[config.mk]
export PLATFORM = sky130hd
export DESIGN_NAME = pwr_wake_ctrl
export DESIGN_NICKNAME = d
export VERILOG_FILES = /design/src/rtl/pwr_wake_ctrl.sv
export SDC_FILE = /design/constraint.sdc
export NUM_CORES = 1
export LEC_CHECK = 0
export BUFFER_PORTS_ARGS = -buffer_cell sky130_fd_sc_hd__buf_2
export CAP_MARGIN = 20
export CORE_MARGIN = 1
export CORE_UTILIZATION = 47
export CTS_BUF_LIST = sky130_fd_sc_hd__clkbuf_16
export DETAILED_ROUTE_END_ITERATION = 16
export GPL_TIMING_DRIVEN = 0
export PLACE_DENSITY_LB_ADDON = 0.1
export RECOVER_POWER = 25
export SLEW_MARGIN = 20
export SYNTH_ARGS = -nofsm -noshare
export SYNTH_HDL_FRONTEND = slang
export SYNTH_SLANG_ARGS = --single-unit
[constraint.sdc]
create_clock -name clk -period 1.8 [get_ports clk]
set_input_delay 0.18 -clock clk [delete_from_list [all_inputs] [get_ports clk]]
set_output_delay 0.18 -clock clk [all_outputs]
set_load 0.005 [all_outputs]
[src/rtl/pwr_wake_ctrl.sv]
module pwr_wake_ctrl #(
  parameter int STAB_CYCLES = 16
) (
  input  logic       clk,
  input  logic       rst_n,
  input  logic       halt_req,
  input  logic       sleep_req,
  input  logic       irq_req,
  input  logic       nmi_req,
  input  logic       dbg_req,
  input  logic       irq_global_en,
  input  logic       irq_line_en,
  output logic       core_clk_en,
  output logic       periph_clk_en,
  output logic       resume_trap,
  output logic       resume_next,
  output logic [1:0] pd_state
);
  localparam int CW = $clog2(STAB_CYCLES + 1);
  localparam logic [1:0] ST_RUN   = 2'b00;
  localparam logic [1:0] ST_HALT  = 2'b01;
  localparam logic [1:0] ST_SLEEP = 2'b10;
  localparam logic [1:0] ST_WAKE  = 2'b11;

  logic [2:0]    sync1, sync2;
  logic [1:0]    state;
  logic [CW-1:0] cnt;
  logic          trap_hold;

  wire wake     = |sync2;
  wire trap_now = sync2[2] | sync2[1] | (sync2[0] & irq_global_en & irq_line_en);

  assign pd_state = state;

  always_ff @(posedge clk or negedge rst_n)
    if (!rst_n) begin
      sync1 <= '0;
      sync2 <= '0;
    end else begin
      sync1 <= {dbg_req, nmi_req, irq_req};
      sync2 <= sync1;
    end

  always_ff @(posedge clk or negedge rst_n)
    if (!rst_n) begin
      state       <= ST_RUN;
      cnt         <= '0;
      trap_hold   <= 1'b0;
      resume_trap <= 1'b0;
      resume_next <= 1'b0;
    end else begin
      resume_trap <= 1'b0;
      resume_next <= 1'b0;
      case (state)
        ST_RUN:
          if (sleep_req)     state <= ST_SLEEP;
          else if (halt_req) state <= ST_HALT;
        ST_HALT:
          if (wake) begin
            state       <= ST_RUN;
            resume_trap <= trap_now;
            resume_next <= !trap_now;
          end
        ST_SLEEP:
          if (wake) begin
            state     <= ST_WAKE;
            cnt       <= CW'(STAB_CYCLES - 1);
            trap_hold <= trap_now;
          end
        default:
          if (cnt == '0) begin
            state       <= ST_RUN;
            resume_trap <= trap_hold;
            resume_next <= !trap_hold;
          end else begin
            cnt <= cnt - 1'b1;
          end
      endcase
    end

  always_ff @(negedge clk or negedge rst_n)
    if (!rst_n) begin
      core_clk_en   <= 1'b1;
      periph_clk_en <= 1'b1;
    end else begin
      core_clk_en   <= (state == ST_RUN);
      periph_clk_en <= (state == ST_RUN) || (state == ST_HALT);
    end
endmodule

## Word-level counts from Yosys, hierarchy flattened

Cells that the tools add are included.

- Add/subtract/negate cells: 1
- Mux-type cells: 15
- Reductions and logical operators: 12
- Eq/ne operators: 6
- Bitwise operators: 5

Operator list:

| cell | number |
|---|---|
| $mux W2 | 5 |
| $mux W5 | 2 |
| $pmux W5 S2 | 1 |
| $pmux W2 S3 | 1 |
| $logic_not A5 Y1 | 1 |
| $sub A5 B1 Y5 const B | 1 |
| $mux W1 | 4 |
| $ne A2 B2 Y1 const B | 2 |
| $pmux W1 S2 | 2 |
| $reduce_and A4 Y1 | 1 |
| $reduce_bool A4 Y1 | 1 |
| $reduce_or A2 Y1 | 2 |
| $ne A3 B3 Y1 const B | 1 |
| $reduce_and A3 Y1 | 1 |
| $reduce_or A3 Y1 | 1 |
| $and A1 B1 Y1 | 2 |
| $eq A2 B1 Y1 const B | 1 |
| $eq A2 B2 Y1 const B | 1 |
| $logic_not A1 Y1 | 2 |
| $logic_not A2 Y1 | 1 |
| $ne A2 B1 Y1 const B | 1 |
| $or A1 B1 Y1 | 2 |
| $reduce_and A2 Y1 | 1 |
| $logic_or A1 B1 Y1 | 1 |
| $not A1 Y1 | 1 |

- Logic and storage cells: 48
- Register bits after elaboration: 18
- Output and inout port bits: 6

## Longest topological paths before layout

- Depth after elaboration: 6
- Mapped depth: 6

==> run metrics <==
outcome finished with violations; violated checks negative setup slack; most common cell after layout, fill and taps aside dfrtp_1; first-pass GRT wire length 2.54 mm; DR DRC count 0; final setup fails 2; CP peak stage delay 0.50 ns; Max Slew Vio Count 0; Post-Syn Area 857 µm²; area delta synth->final 32.8%; worst-path cell chain buf_2; Total GRT Usage 19.0%; Power Total 2080 µW; synth warn 0; max_slew headroom 64.7%; Diodes inserted 0; Final Hold Vio Count 0; Crit Path Class flip-flop to primary output; Worst Path Buf+Inv 1; worst slew pin tran roughly 0.53 ns; WL final between 1.5 and 2 mm; initial antenna violation count 0; GR Overflow Total 0; Starting Density 49.6%; top-area cell type share of the netlist area 46.7%; dpl hpwl about 1.1 mm; FP Rows 15; Clock Path Buffers 2; post-detailed-route wirelength per cell 12.7 µm; vias in the first global route between 600 and 700; Die Span X 44.7 µm; syn nets 88; largest net degree at the start of global routing 19; DIE AREA roughly 2000 µm²; mux cell area share after synthesis under 10%; Final GP Congestion 0.805; Pleak roughly 0.00054 µW; Max Clock Skew between 0.08 and 0.09 ns; layout cell share with drive strength beyond 1 38.8%; I/O Buffers 14; Initial DRC Count 16; largest family of logic cells by synthesized area compound AO/OA/AOI/OAI gates; maximum vdd drop between 800 and 900 µV; DR vias/cell 5.24; Worst Slack Setup Final -0.210 ns; clk root buf clkbuf_16; fin nets 113; worst skew pair latency 0.33 ns; CP Data Required Time 1.62 ns; CTS tree yes; FF+latch count, synth 18; clk sinks 18; drt pass-1 iters 4; Synth Area in Compound Gates between 10% and 20%; synthesized-area fraction occupied by adder cells between 7 and 8%; die height 44.7 µm; Top Family by Delay on Critical Path flip-flops; xor/xnor share of the synthesized area 0%; H-tree levels 1; Synth Instances 74; Seq/Total Area, Yosys 52.8%; Yosys top cell by area dfrtp_1; Max Cap Viol 0; CTS clock-pin slew for the worst setup and hold paths 0.05 ns; core area between 1500 and 2000 µm²; Crit. End Element primary output; slowest cell on the critical path dfstp_2; Synth cell types 35; # IOs 15; average size of a mapped cell 11.6 µm²; hold crit path type primary input to flip-flop; antenna viol nets, final 0; final core occ 65.9%; top post-synthesis cells by area dfrtp_1 47%, ha_1 7.3%, dfstp_2 6.1%; Power Dens Cells 1830 nW/µm²; commonest non-fill, non-tap cells in the layout 15 x dfrtp_1, 14 x buf_2, 5 x inv_1, 5 x nand2_1, 5 x buf_4; Synth Area in Simple Gates 15.5%; startpoint types flip-flop; crit-path max FO 1; vias around 640; WP data arrival 1.83 ns; total CTS buffers 3; RSZ-0062 raised after global routing true
logic make-up (layout without fill, tap and decap cells):
| logic type | count (synthesis) | after routing |
|---|---|---|
| AOI/OAI and AO/OA | 18 | 18 |
| adders and majority gates | 5 | 5 |
| buffers and inverters | 9 | 33 |
| DFF | 18 | 18 |
| muxes | 1 | 1 |
| and+or+nand+nor | 23 | 23 |
sequential cells by signal, indices dropped and copies added (netlist names):
name           flops
sync2              3
resume_trap        1
periph_clk_en      1
sync1              3
resume_next        1
cnt                5
core_clk_en        1
pd_state           2
trap_hold          1
timing repair:
action | 4_1_cts | 5_1_grt
gates resized for setup | 4 | 2
setup buffers | 3 | 2
pin swaps | 2 | 0
endpoints found under the hold margin | 16 | 0
setup endpoints to repair | 7 | 8
hold buffers | 1 | 0
worst paths after layout:
check / from / cells after the start / end / slack, ns
setup / recovery: core_clk_en$_DFF_NN1_ / 1 / core_clk_en / -0.21
max in group asynchronous: rst_n / 2 / periph_clk_en$_DFF_NN1_ / 0.26
setup reg to reg: pd_state[0]$_DFFE_PN0P_ / 4 / periph_clk_en$_DFF_NN1_ / 0.04
min in group asynchronous: rst_n / 2 / cnt[1]$_DFFE_PN0P_ / 0.39
hold / removal: dbg_req / 1 / sync1[2]$_DFF_PN0_ / 0.03
hold reg to reg: sync1[1]$_DFF_PN0_ / 0 / sync2[1]$_DFF_PN0_ / 0.35
report_power, final:
part	internal (µW)	switching [µW]
Combinational	481	442
Clock	373	159
Sequential	544	80.7
metal layers:
metal / wire length (µm) / vias up / global-route usage [%]
met5: 0 / - / 0
met4: 51 / 0 / 14.5
met3: 50 / 4 / 4.80
met2: 771 / 12 / 29.7
met1: 684 / 313 / 22.4
li1: - / 315 / -
cell type report:
type	count	area [µm²]
inverter	6	22.5
clock buffer	3	75.1
fill	145	588
clock inverter	3	25.0
tap	25	31.3
buffer	1	5.00
multi-input combinational	47	408
timing repair buffer	20	118
sequential	18	454
stage by stage:
| stage | hold slack [ns] | setup TNS (ns) | setup slack (ns) | area [µm²] | cells |
|---|---|---|---|---|---|
| floorplan | -0.116 | -0.000719 | -0.000719 | 891 | 74 |
| global placement | 0.127 | -0.260 | -0.0725 | 992 | 113 |
| detailed placement | 0.134 | -0.327 | -0.0875 | 992 | 113 |
| CTS | 0.0315 | -0.424 | -0.218 | 1130 | 122 |
| global route | 0.0252 | -0.477 | -0.248 | 1140 | 123 |
| finish | 0.0326 | -0.408 | -0.210 | 1140 | 123 |
cell usage after synthesis, drive strengths merged:
master    n
a21oi     3
or4b      1
o21ai     1
nor3b     1
ha        5
buf       1
a221o     1
a22o      1
clkbuf    1
nand2b    4
a21boi    1
o32ai     1
dfstp     2
nand4b    1
a21o      1
a22oi     1
o211a     1
nand2     5
a311o     1
nor2      2
a221oi    1
o21bai    1
or3       3
nor4b     1
inv       7
nor4      1
dfrtp    16
mux2i     1
nand3     1
a211o     1
or2       1
nor3      2
a2bb2oi   1
o221a     2
Note: power is estimated with default switching activity, not from simulation.
